`src/rtl/cb_seq_pkg.sv`:
```
package cb_seq_pkg;
  typedef enum logic [1:0] {
    PH_IDLE   = 2'd0,
    PH_EVICT  = 2'd1,
    PH_REFILL = 2'd2
  } phase_e;
endpackage

```
`src/rtl/cb_seq_next.sv`:
```
module cb_seq_next
  import cb_seq_pkg::*;
#(
  parameter int LINE_DW = 4,
  localparam int IDX_W = $clog2(LINE_DW)
) (
  input  phase_e           phase_i,
  input  logic [IDX_W-1:0] idx_i,
  input  logic             miss_i,
  input  logic             valid_i,
  input  logic             dirty_i,
  input  logic             full_i,
  input  logic             rdy_i,
  output phase_e           phase_o,
  output logic [IDX_W-1:0] idx_o,
  output logic             done_o
);
  localparam logic [IDX_W-1:0] LAST_IDX = IDX_W'(LINE_DW - 1);

  logic last;
  assign last = (idx_i == LAST_IDX);

  always_comb begin
    phase_o = phase_i;
    idx_o   = idx_i;
    done_o  = 1'b0;
    unique case (phase_i)
      PH_IDLE: begin
        idx_o = '0;
        if (miss_i) phase_o = (valid_i && dirty_i) ? PH_EVICT : PH_REFILL;
      end
      PH_EVICT: begin
        if (!full_i) begin
          if (last) begin
            phase_o = PH_REFILL;
            idx_o   = '0;
          end else begin
            idx_o = idx_i + IDX_W'(1);
          end
        end
      end
      PH_REFILL: begin
        if (rdy_i) begin
          if (last) begin
            phase_o = PH_IDLE;
            idx_o   = '0;
            done_o  = 1'b1;
          end else begin
            idx_o = idx_i + IDX_W'(1);
          end
        end
      end
      default: begin
        phase_o = PH_IDLE;
        idx_o   = '0;
      end
    endcase
  end
endmodule

```
`src/rtl/cb_seq_dec.sv`:
```
module cb_seq_dec
  import cb_seq_pkg::*;
#(
  parameter int LINE_DW   = 4,
  parameter int INVAL_IDX = 1,
  parameter int TAG_IDX   = 2,
  localparam int IDX_W = $clog2(LINE_DW)
) (
  input  phase_e           phase_i,
  input  logic [IDX_W-1:0] idx_i,
  input  logic             full_i,
  input  logic             rdy_i,
  output logic             rd_o,
  output logic             wr_o,
  output logic             load_o,
  output logic             inval_o,
  output logic             tag_o,
  output logic             dclr_o
);
  logic in_evict, in_refill, tag_dw;

  assign in_evict  = (phase_i == PH_EVICT);
  assign in_refill = (phase_i == PH_REFILL);
  assign tag_dw    = (idx_i == IDX_W'(TAG_IDX));

  assign rd_o    = in_evict;
  assign load_o  = in_evict && !full_i;
  assign inval_o = in_evict && (idx_i == IDX_W'(INVAL_IDX));
  assign wr_o    = in_refill && rdy_i;
  assign tag_o   = in_refill && rdy_i && tag_dw;
  assign dclr_o  = in_refill && rdy_i && tag_dw;
endmodule

```
`src/rtl/cb_miss_seq.sv`:
```
module cb_miss_seq
  import cb_seq_pkg::*;
#(
  parameter int LINE_DW   = 4,
  parameter int INVAL_IDX = 1,
  parameter int TAG_IDX   = 2,
  localparam int IDX_W = $clog2(LINE_DW)
) (
  input  logic             clk_i,
  input  logic             rst_ni,
  input  logic             miss_i,
  input  logic             line_valid_i,
  input  logic             line_dirty_i,
  input  logic             wbuf_full_i,
  input  logic             mem_rdy_i,
  output logic             cache_rd_o,
  output logic             cache_wr_o,
  output logic [IDX_W-1:0] dw_idx_o,
  output logic             wbuf_load_o,
  output logic             l1_inval_o,
  output logic             tag_wr_o,
  output logic             dirty_clr_o,
  output logic             cpu_rdy_o
);
  localparam logic [IDX_W-1:0] LAST_IDX = IDX_W'(LINE_DW - 1);

  phase_e           phase_q, phase_d;
  logic [IDX_W-1:0] idx_q, idx_d;
  logic             rdy_q, done;

  cb_seq_next #(.LINE_DW(LINE_DW)) u_next (
    .phase_i (phase_q),
    .idx_i   (idx_q),
    .miss_i  (miss_i),
    .valid_i (line_valid_i),
    .dirty_i (line_dirty_i),
    .full_i  (wbuf_full_i),
    .rdy_i   (mem_rdy_i),
    .phase_o (phase_d),
    .idx_o   (idx_d),
    .done_o  (done)
  );

  cb_seq_dec #(.LINE_DW(LINE_DW), .INVAL_IDX(INVAL_IDX), .TAG_IDX(TAG_IDX)) u_dec (
    .phase_i (phase_q),
    .idx_i   (idx_q),
    .full_i  (wbuf_full_i),
    .rdy_i   (mem_rdy_i),
    .rd_o    (cache_rd_o),
    .wr_o    (cache_wr_o),
    .load_o  (wbuf_load_o),
    .inval_o (l1_inval_o),
    .tag_o   (tag_wr_o),
    .dclr_o  (dirty_clr_o)
  );

  always_ff @(posedge clk_i or negedge rst_ni) begin
    if (!rst_ni) begin
      phase_q <= PH_IDLE;
      idx_q   <= '0;
      rdy_q   <= 1'b0;
    end else begin
      phase_q <= phase_d;
      idx_q   <= idx_d;
      rdy_q   <= done;
    end
  end

  assign dw_idx_o  = idx_q;
  assign cpu_rdy_o = rdy_q;


  a_r2_dirty_evicts: assert property (@(posedge clk_i) disable iff (!rst_ni)
    (phase_q == PH_IDLE && miss_i && line_valid_i && line_dirty_i)
      |=> (cache_rd_o && dw_idx_o == '0));

  a_r3_clean_refills: assert property (@(posedge clk_i) disable iff (!rst_ni)
    (phase_q == PH_IDLE && miss_i && !(line_valid_i && line_dirty_i))
      |=> (!cache_rd_o && phase_q == PH_REFILL && dw_idx_o == '0));

  a_r4_evict_step: assert property (@(posedge clk_i) disable iff (!rst_ni)
    (cache_rd_o && !wbuf_full_i && dw_idx_o != LAST_IDX)
      |=> (cache_rd_o && dw_idx_o == $past(dw_idx_o) + IDX_W'(1)));

  a_r5_full_stall: assert property (@(posedge clk_i) disable iff (!rst_ni)
    (cache_rd_o && wbuf_full_i) |=> (cache_rd_o && $stable(dw_idx_o)));

  a_r6_inval_dw: assert property (@(posedge clk_i) disable iff (!rst_ni)
    l1_inval_o |-> (cache_rd_o && dw_idx_o == IDX_W'(INVAL_IDX)));

  a_r7_refill_wait: assert property (@(posedge clk_i) disable iff (!rst_ni)
    (phase_q == PH_REFILL && !mem_rdy_i) |=> (phase_q == PH_REFILL && $stable(dw_idx_o)));

  a_r8_tag_dw: assert property (@(posedge clk_i) disable iff (!rst_ni)
    (tag_wr_o || dirty_clr_o) |-> (cache_wr_o && dw_idx_o == IDX_W'(TAG_IDX)));

  a_r9_done_rdy: assert property (@(posedge clk_i) disable iff (!rst_ni)
    (cache_wr_o && dw_idx_o == LAST_IDX) |=> (cpu_rdy_o && phase_q == PH_IDLE));
  a_r9_rdy_pulse: assert property (@(posedge clk_i) disable iff (!rst_ni)
    cpu_rdy_o |=> !cpu_rdy_o);
endmodule

```
`config.mk`:
```
export PLATFORM = sky130hd
export DESIGN_NAME = cb_miss_seq
export DESIGN_NICKNAME = d
export VERILOG_FILES = /design/src/rtl/cb_seq_pkg.sv /design/src/rtl/cb_seq_next.sv /design/src/rtl/cb_seq_dec.sv /design/src/rtl/cb_miss_seq.sv
export SDC_FILE = /design/constraint.sdc
export NUM_CORES = 1
export LEC_CHECK = 0
export BUFFER_PORTS_ARGS = -buffer_cell sky130_fd_sc_hd__buf_4
export CAP_MARGIN = 20
export CORE_AREA = 3 3 40 42
export CTS_CLUSTER_SIZE = 12
export DETAILED_ROUTE_END_ITERATION = 7
export DIE_AREA = 0 0 43 45
export MAX_ROUTING_LAYER = met4
export PLACE_DENSITY = 0.66
export REMOVE_ABC_BUFFERS = 1
export SKIP_LAST_GASP = 1
export SYNTH_ARGS = -nofsm -noshare
export SYNTH_HDL_FRONTEND = slang
export SYNTH_HIERARCHICAL = 1
export SYNTH_SLANG_ARGS = --single-unit
```
`constraint.sdc`:
```
create_clock -name clk_i -period 1.8 [get_ports clk_i]
set_clock_uncertainty 0.1 [all_clocks]
set_input_delay 0.27 -clock clk_i [delete_from_list [all_inputs] [get_ports clk_i]]
set_output_delay 0.27 -clock clk_i [all_outputs]
set_load 0.1 [all_outputs]
```
-- After elaboration in Yosys (flattened, before gate mapping)
Index checks and enable logic that the tools add are counted.
- flip-flop bits (word level): 5
- input bits: 7
- output and inout bits: 9
- add/subtract/negate cells: 1
- equality and inequality tests: 10
- mux-type cells: 14
- reductions and logical operators: 9
- operator list (kind ; count):
    2-to-1 mux 2 bit ; 9
    != test 2 bit, second input constant ; 5
    equality test 2 bit, second input constant ; 3
    one-hot mux 2 bit (3 select lines) ; 1
    logical AND 1 bit ; 5
    AND reduction 5 bit ; 1
    equality test 2 x 1 -> 1 bit, second input constant ; 2
    one-hot mux 2 bit (2 select lines) ; 1
    2-to-1 mux 1 bit ; 3
    adder 2 x 1 -> 2 bit, second input constant ; 1
    zero test 2 bit ; 1
    AND reduction 2 bit ; 1
    zero test 1 bit ; 1

-- Longest topological paths before layout
Gate-level depths: netlist of run 1.
- depth in word-level cells: 4
- depth in mapped cells: 5
- mapped depth without buffers: 5

-- By module
The synthesis of run 1 kept the hierarchy.
- by module, submodules not included (module ; times used ; cells an instance ; area an instance (um^2)):
    cb_seq_next ; 1 ; 28 ; 231.5
    cb_miss_seq ; 1 ; 5 ; 125.1
    cb_seq_dec ; 1 ; 7 ; 58.8

-- Worst setup path before layout of run 1
Ideal clock, no wire load.
- kind: register to output
- from: register idx_q[1] (netlist: dw_idx_o[1])
- to: output tag_wr_o
- arrival time: 3333 ps
- setup slack: -1903 ps
- cell stages (with the launch flop): 3
- buffers on the path: 1
- cells stage by stage: dfrtp_1 nor4b_2 buf_4
- word-level cells in the longest chain between the ends: 2
- RTL lines (item ; RTL line ; RTL):
    start, declared ; cb_miss_seq.sv:28 ; logic [IDX_W-1:0] idx_q, idx_d;
    start signal, assigned ; cb_miss_seq.sv:64 ; idx_q <= idx_d;
    equality test 2 bit ; cb_seq_dec.sv:24 ; assign tag_dw = (idx_i == IDX_W'(TAG_IDX));
    logical AND 1 bit ; -- ;
    end, declared ; cb_miss_seq.sv:21 ; output logic tag_wr_o,
No other way between the ends.

-- Final worst setup path of run 1
- from: register phase_q[1]
- to: output dirty_clr_o
- word-level cells in the longest chain between the ends: 3
- RTL lines (item ; RTL line ; RTL):
    start, declared ; cb_miss_seq.sv:27 ; phase_e phase_q, phase_d;
    start signal, assigned ; cb_miss_seq.sv:63 ; phase_q <= phase_d;
    equality test 2 bit ; cb_seq_dec.sv:23 ; assign in_refill = (phase_i == PH_REFILL);
    logical AND 1 bit (2 in series) ; cb_seq_dec.sv:31 ; assign dclr_o = in_refill && rdy_i && tag_dw;
    end, declared ; cb_miss_seq.sv:22 ; output logic dirty_clr_o,
No other way between the ends.

==> flow_summary.ini, run 1 <==
[cts]
cts_buffer_depth = 2
cts.sink_count = 5
cts-root-buf = clkbuf_4
path_clk_slew_ns = 0.05
cts_buffers = 3
cts_setup_buffers = 0
htree_levels = 1
clk_latency_ns = 0.24
cts_tree = done

[critical_path]
arrival_ns = 1.33
crit_path_start = phase_q[1]$_DFF_PN0_
reg2reg_depth = 5
critPathCapture = dirty_clr_o
crit_family = simple AND/OR/NAND/NOR gates
rr_endpoint = phase_q[0]$_DFF_PN0_
critical_path_depth = 3
timing.rr.start = phase_q[0]$_DFF_PN0_
critPathRequiredTime_ns = 1.43
start_kind = flip-flop
r2r_slack_ns = 0.21
critPathKind = flip-flop to output pin
critPathMaxFanout = 4
critPathMaxStageDelay_ns = 0.40
slowest_stage = dfrtp_2
crit_chain = nand2_1, nor4b_4, buf_6
path_buf_inv = 1
end_kind = output pin

[die]
die_h_um = 45
ios = 16
start_util = 0.323
dieArea_um2 = 1940
rows = 13
die_w_um = 43
core_um2 = 1280

[routing]
drc = 0
drtIter0Drc = 4
drt-total-wl_um = 905
drtAntennaViolNets = 0
dr.pass1.iters = 2
wire_per_inst_um = 11.9
viasPerCell = 4.75
num_vias = 361

[placement]
dpl.hpwl_um = 729
numPortBuffers = 15
post_dp_cell_area_um2 = 554
dp_slack_ns = 0.134
gp_congestion = 0.843

[global_routing]
grt_pass1_vias = 342
grt_use_total = 0.110
grt_max_degree = 8
antenna_found_initial = 0
grt_overflow = 0
grt_pass1_wl_um = 1510

[sta]
tightest_slew_ns = 0.272
worst_slack_ns = 0.0993
finalHoldViolCount = 0
max_freq_mhz = 588
whs_ns = 0.232
setup-violations-final = 0
rsz0062_at_grt = no
period_share = 0.945
relSlewSlack = 0.818
min_period_ns = 1.70
slew_violations = 0

[power]
swShare = 0.528
seqPwrFrac = 0.217
power_density_nw_per_um2 = 1590
p_switching_w = 0.000511
combPwrFrac = 0.652
peakVddDrop_v = 0.000731
leakage_nw = 0.294
pwr-share-clk = 0.132
power.internal_w = 0.000457

[logic_synthesis]
synthCells = 40
yosysSeqAreaShare = 0.301
synthDistinctLibCells = 26
ys_warn_count = 6
yosys-top-cells-area = dfrtp_1 (30%), ha_1 (15%), mux2_1 (5.4%)
yosysTopAreaCell = dfrtp_1
netlist_area_um2 = 415
synth-seq-cells = 5
synth_top_area_frac = 0.301
synth.avg_cell_area_um2 = 10.4

[layout]
finalInstanceArea_um2 = 609
drive_gt1_frac = 0.426
area_growth_pct = 46.7
finalNetCount = 74
diodes = 0

[hold_path]
hold_class = input port to flip-flop
min_path_cells = 2

[status]
run_status = completed

[job]
maxCapViolations = 0
==> registers in the layout, indices dropped and copies added (netlist names) <==
name       cells
phase_q        2
cpu_rdy_o      1
dw_idx_o       2
==> logic make-up after synthesis <==
kind of cell    Yosys count  share of synthesized area
compound gates            7                      0.136
buf+inv                   3                     0.0362
mux                       2                     0.0542
xor+xnor                  2                     0.0422
simple gates             16                      0.280
flops                     5                      0.301
fa+ha+maj                 5                      0.151
==> worst min path at each step <==
stage | start | end | slack, ns
final | mem_rdy_i | cpu_rdy_o$_DFF_PN0_ | 0.23
after global routing | mem_rdy_i | cpu_rdy_o$_DFF_PN0_ | 0.24
after CTS | mem_rdy_i | cpu_rdy_o$_DFF_PN0_ | 0.22
after detailed placement | rst_ni | dw_idx_o[0]$_DFF_PN0_ | -0.02
after global placement | rst_ni | dw_idx_o[0]$_DFF_PN0_ | -0.03
after floorplan | rst_ni | cpu_rdy_o$_DFF_PN0_ | -0.13
==> synthesized netlist by cell type <==
cell       count
xnor2_1        1
and2b_1        1
and4_4         1
o21ai_1        1
nand2_1        1
and3_1         1
a31oi_1        1
a22oi_1        2
a21boi_1       1
nand3b_1       1
o211ai_1       1
nand3_1        1
mux2_1         2
ha_1           5
nor3_1         1
dfrtp_1        5
a2111oi_2      1
nor2_1         2
xor2_1         1
buf_4          1
and3b_1        1
inv_1          2
nor2b_4        1
nor2b_1        3
nand2b_1       1
nor4b_2        1
==> layer usage <==
metal | vias up | share of wire | track usage
met4 | 0 | 0 | 0.0542
met5 | - | 0 | -
met1 | 165 | 0.46 | 0.134
met3 | 0 | 0.062 | 0.0518
met2 | 10 | 0.48 | 0.153
li1 | 186 | - | -
==> power by group through the flow <==
stage          sequential [W]  combinational [W]  clock, W
2_1_floorplan        0.000300           0.000370         0
3_3_place_gp         0.000198           0.000624         0
3_5_place_dp         0.000201           0.000626         0
4_1_cts              0.000199           0.000630  0.000132
5_1_grt              0.000220           0.000677  0.000142
6_report             0.000210           0.000631  0.000127
==> what timing repair did <==
item,CTS,global route
setup endpoints to repair,0,4
hold endpoints to repair,5,0
hold buffers,1,0
gates resized for setup,0,5
==> cells in the final DEF, fill, tap and decap left out, types with 2 or more instances in the layout <==
cell,n
ha_1,5
buf_6,2
nor2_1,2
a22oi_1,2
inv_1,2
nor2b_1,3
buf_4,15
dfrtp_1,3
mux2_1,2
clkbuf_4,3
dfrtp_2,2
==> stage by stage <==
| stage | std cells | util | total power [W] | TNS, ns |
|---|---|---|---|---|
| after floorplan | 39 | - | 0.000669 | -8.25 |
| after global placement | 71 | 0.431 | 0.000822 | 0 |
| after detailed placement | 71 | 0.431 | 0.000827 | 0 |
| after CTS | 76 | 0.460 | 0.000962 | 0 |
| after global routing | 76 | 0.474 | 0.00104 | 0 |
| final | 76 | 0.474 | 0.000968 | 0 |
==> area by class of cell <==
class | instances | area (um2)
clock buffer | 4 | 26.3
fill | 126 | 676
inverter | 2 | 7.51
multi-input combinational | 32 | 284
sequential | 5 | 128
tap | 15 | 18.8
timing repair buffer | 18 | 145
Power figures use the tool's default switching activity.
==> inputs of run 2 (changes only) <==
- CTS_BUF_LIST: default -> sky130_fd_sc_hd__clkbuf_8
==> flow_summary.ini, run 2 (synthesis gave the netlist of run 1 again) <==
[routing]
drc = 0
viasPerCell = 4.70
wire_per_inst_um = 11.5
drt-total-wl_um = 876
drtAntennaViolNets = 0
dr.pass1.iters = 4
drtIter0Drc = 2
num_vias = 357

[die]
dieArea_um2 = 1940
rows = 13
die_h_um = 45
start_util = 0.323
ios = 16
die_w_um = 43
core_um2 = 1280

[global_routing]
grt_use_total = 0.109
grt_pass1_vias = 344
grt_max_degree = 8
grt_pass1_wl_um = 1520
grt_overflow = 0
antenna_found_initial = 0

[hold_path]
hold_class = input port to flip-flop

[sta]
period_share = 0.963
tightest_slew_ns = 0.281
slew_violations = 0
finalHoldViolCount = 0
rsz0062_at_grt = yes
min_period_ns = 1.73
setup_tns_ns = 0
max_freq_mhz = 577
setup-violations-final = 0
relSlewSlack = 0.814

[power]
peakVddDrop_v = 0.000684
power_density_nw_per_um2 = 1670
leakage_nw = 0.305
totalPowerFinal_w = 0.00102

[cts]
htree_levels = 1
cts_tree = done
cts_buffers = 3
cts.sink_count = 5
cts-root-buf = clkbuf_8
cts_buffer_depth = 2
path_clk_slew_ns = 0.04
clk_latency_ns = 0.22

[critical_path]
critPathRequiredTime_ns = 1.43
arrival_ns = 1.36
start_kind = flip-flop
critPathMaxFanout = 4
path_buf_inv = 1
end_kind = output pin
slowest_stage = dfrtp_1
critPathKind = flip-flop to output pin
critPathMaxStageDelay_ns = 0.42
crit_chain = nand2_1, nor4b_2, buf_4
crit_family = flip-flops
r2r_slack_ns = 0.24

[placement]
gp_congestion = 0.843
numPortBuffers = 15
dpl.hpwl_um = 729

[layout]
diodes = 0
area_growth_pct = 47.0
finalNetCount = 74
regArea_um2 = 126
fillCellCount = 131
layout_commonest_cell = buf_4
final_util = 0.475
drive_gt1_frac = 0.410
most-common-layout-cells = buf_4 (17), ha_1 (5), dfrtp_1 (4)
multi_input_area_um2 = 275

[job]
maxCapViolations = 0

[status]
run_status = completed
==> run 2: cell types whose count changed in the layout (fill, tap and decap cells not counted), moves of 2 or more <==
cell,delta
buf_6,-2
buf_4,+2
clkbuf_4,-3
clkbuf_8,+3
==> run 2: path summary, 6_finish.rpt <==
path,from,to,cells after the start
max,phase_q[1]$_DFF_PN0_,dirty_clr_o,3
min,mem_rdy_i,cpu_rdy_o$_DFF_PN0_,2
max reg2reg,phase_q[0]$_DFF_PN0_,phase_q[0]$_DFF_PN0_,5
min reg2reg,phase_q[0]$_DFF_PN0_,phase_q[0]$_DFF_PN0_,2
max in group asynchronous,rst_ni,phase_q[0]$_DFF_PN0_,2
min in group asynchronous,rst_ni,dw_idx_o[1]$_DFF_PN0_,2
==> run 2: layer usage <==
metal,track usage,vias up,routed length (um)
li1,-,186,-
met1,0.137,161,415
met2,0.156,10,400
met3,0.0518,0,59
met4,0.0361,0,0
met5,-,-,0
==> run 2: layout make-up <==
| class | instances | share of cell area |
|---|---|---|
| Clock buffer | 3 | 0.0676 |
| Timing Repair Buffer | 18 | 0.225 |
| Inverter | 2 | 0.0123 |
| Multi-Input combinational cell | 32 | 0.451 |
| Tap cell | 15 | 0.0307 |
| Clock inverter | 1 | 0.00615 |
| Sequential cell | 5 | 0.207 |
==> run 2: through the flow <==
step | hold slack [ns] | instance area [um2] | worst slack (ns) | std cells
floorplan | -0.126 | 408 | -2.89 | 39
global placement | -0.0261 | 554 | 0.210 | 71
detailed placement | -0.0249 | 554 | 0.134 | 71
CTS | 0.253 | 609 | 0.0597 | 76
global route | 0.269 | 611 | -0.0202 | 76
finish | 0.255 | 611 | 0.0667 | 76
==> run 2: timing repair <==
| action | 4_1_cts | 5_1_grt |
|---|---|---|
| hold buffers | 1 | 0 |
| endpoints found under the hold margin | 5 | 0 |
| setup buffers | 0 | 0 |
| setup endpoints to repair | 0 | 4 |
| gates resized for setup | 0 | 1 |
==> run 2: power breakdown <==
part           total, W  internal, W  switching, W
sequential     0.000201     0.000149     0.0000525
clock          0.000196     0.000146     0.0000502
combinational  0.000623     0.000219      0.000404
==> inputs of run 3 (changes only) <==
- HOLD_SLACK_MARGIN: default -> 0.12
- PLACE_DENSITY: 0.66 -> 0.58
==> flow_summary.ini, run 3 (synthesis gave the netlist of run 1 again) <==
[status]
run_status = completed

[critical_path]
crit_chain = nor2b_4, and3b_1, buf_4
start_kind = flip-flop
path_buf_inv = 1
end_kind = output pin
critPathKind = flip-flop to output pin
critPathRequiredTime_ns = 1.43
critPathMaxFanout = 7
timing.rr.start = phase_q[0]$_DFF_PN0_
arrival_ns = 1.36
crit_path_start = phase_q[0]$_DFF_PN0_
slowest_stage = dfrtp_1
crit_family = flip-flops
critPathMaxStageDelay_ns = 0.49

[sta]
whs_ns = 0.236
min_period_ns = 1.73
max_freq_mhz = 576
slew_violations = 0
rsz0062_at_grt = yes
setup-violations-final = 0
setup_tns_ns = 0
period_share = 0.964
relSlewSlack = 0.814
worst_slack_ns = 0.0651
finalHoldViolCount = 0
tightest_slew_ns = 0.279

[power]
power_density_nw_per_um2 = 1670
peakVddDrop_v = 0.000799
swShare = 0.510
seqPwrFrac = 0.208
combPwrFrac = 0.596
power.internal_w = 0.000506
p_switching_w = 0.000527
pwr-share-clk = 0.196
leakage_nw = 0.303
totalPowerFinal_w = 0.00103

[global_routing]
grt_pass1_vias = 368
grt_pass1_wl_um = 1630
antenna_found_initial = 0
grt_overflow = 0
grt_use_total = 0.119
grt_max_degree = 8

[die]
start_util = 0.323
die_h_um = 45
ios = 16
rows = 13
die_w_um = 43
dieArea_um2 = 1940
core_um2 = 1280

[hold_path]
min-delay-start = mem_rdy_i
hold_class = input port to flip-flop

[cts]
htree_levels = 1
cts.sink_count = 5
path_clk_slew_ns = 0.04
cts_tree = done
cts_buffers = 3
cts-root-buf = clkbuf_8
clk_latency_ns = 0.22
cts_buffer_depth = 2
cts_setup_buffers = 0

[routing]
wire_per_inst_um = 12.2
drtAntennaViolNets = 0
drtIter0Drc = 1
dr.pass1.iters = 3
drc = 0
drt-total-wl_um = 913
viasPerCell = 4.85
num_vias = 364

[layout]
drive_gt1_frac = 0.383
layout_commonest_cell = buf_4
area_growth_pct = 48.8
finalNetCount = 73
final_cells = 75
fillCellCount = 128
most-common-layout-cells = buf_4 (14), dfrtp_1 (5), ha_1 (5)
diodes = 0

[job]
maxCapViolations = 0

[placement]
dp_slack_ns = 0.171
numPortBuffers = 15
gp_congestion = 0.805
dpl.hpwl_um = 761
dp.cells = 70
[run 3: changes by cell type in the layout (fill, tap and decap cells not counted), sizes merged]
| cell | before | now |
|---|---|---|
| buf | 17 | 16 |
[run 3: timing repair]
| item | CTS | global route |
|---|---|---|
| hold buffers | 1 | 0 |
| gates resized for setup | 0 | 3 |
| endpoints found under the hold margin | 5 | 0 |
| setup endpoints to repair | 0 | 2 |
[run 3: worst paths after layout]
| path | to | slack, ns | depth (start not counted) |
|---|---|---|---|
| max | l1_inval_o | 0.07 | 3 |
| min | cpu_rdy_o$_DFF_PN0_ | 0.24 | 2 |
| max reg2reg | phase_q[0]$_DFF_PN0_ | 0.13 | 5 |
| min reg2reg | phase_q[0]$_DFF_PN0_ | 0.59 | 2 |
| max in group asynchronous | phase_q[1]$_DFF_PN0_ | 1.20 | 2 |
| min in group asynchronous | dw_idx_o[0]$_DFF_PN0_ | 0.29 | 2 |
[run 3: metrics by stage]
step	util	area (um2)
global route	0.481	618
global placement	0.426	547
CTS	0.468	602
finish	0.481	618
detailed placement	0.426	547
floorplan	-	408
[run 3: area by class of cell]
class / instances / area (um2) / area share
repair buffers: 17 / 138 / 0.223
well taps: 15 / 18.8 / 0.0304
clock inverters: 1 / 3.75 / 0.00607
clock buffers: 3 / 41.3 / 0.0668
inverters: 2 / 7.51 / 0.0121
multi-input cells: 32 / 284 / 0.460
flip-flops and latches: 5 / 125 / 0.202
[run 3: routing by layer]
layer | wire length (um) | global-route usage | vias to the layer above
met5 | 0 | - | -
met3 | 70 | 0.0359 | 2
met2 | 441 | 0.177 | 14
met1 | 385 | 0.133 | 163
met4 | 16 | 0.0904 | 0
li1 | - | - | 185
[run 3: power by group through the flow]
| stage | clock network (W) | logic [W] | registers, W |
|---|---|---|---|
| after global routing | 0.000213 | 0.000659 | 0.000222 |
| after CTS | 0.000208 | 0.000614 | 0.000208 |
| final | 0.000203 | 0.000615 | 0.000214 |
| after floorplan | 0 | 0.000370 | 0.000300 |
| after global placement | 0 | 0.000606 | 0.000209 |
| after detailed placement | 0 | 0.000610 | 0.000209 |
[run 3: worst reg2reg max path, stage by stage (launching register included)]
cell	delay [ns]
dfrtp_1	0.49
inv_1	0.11
ha_1	0.24
and4_4	0.20
a2111oi_2	0.33
nor3_1	0.08
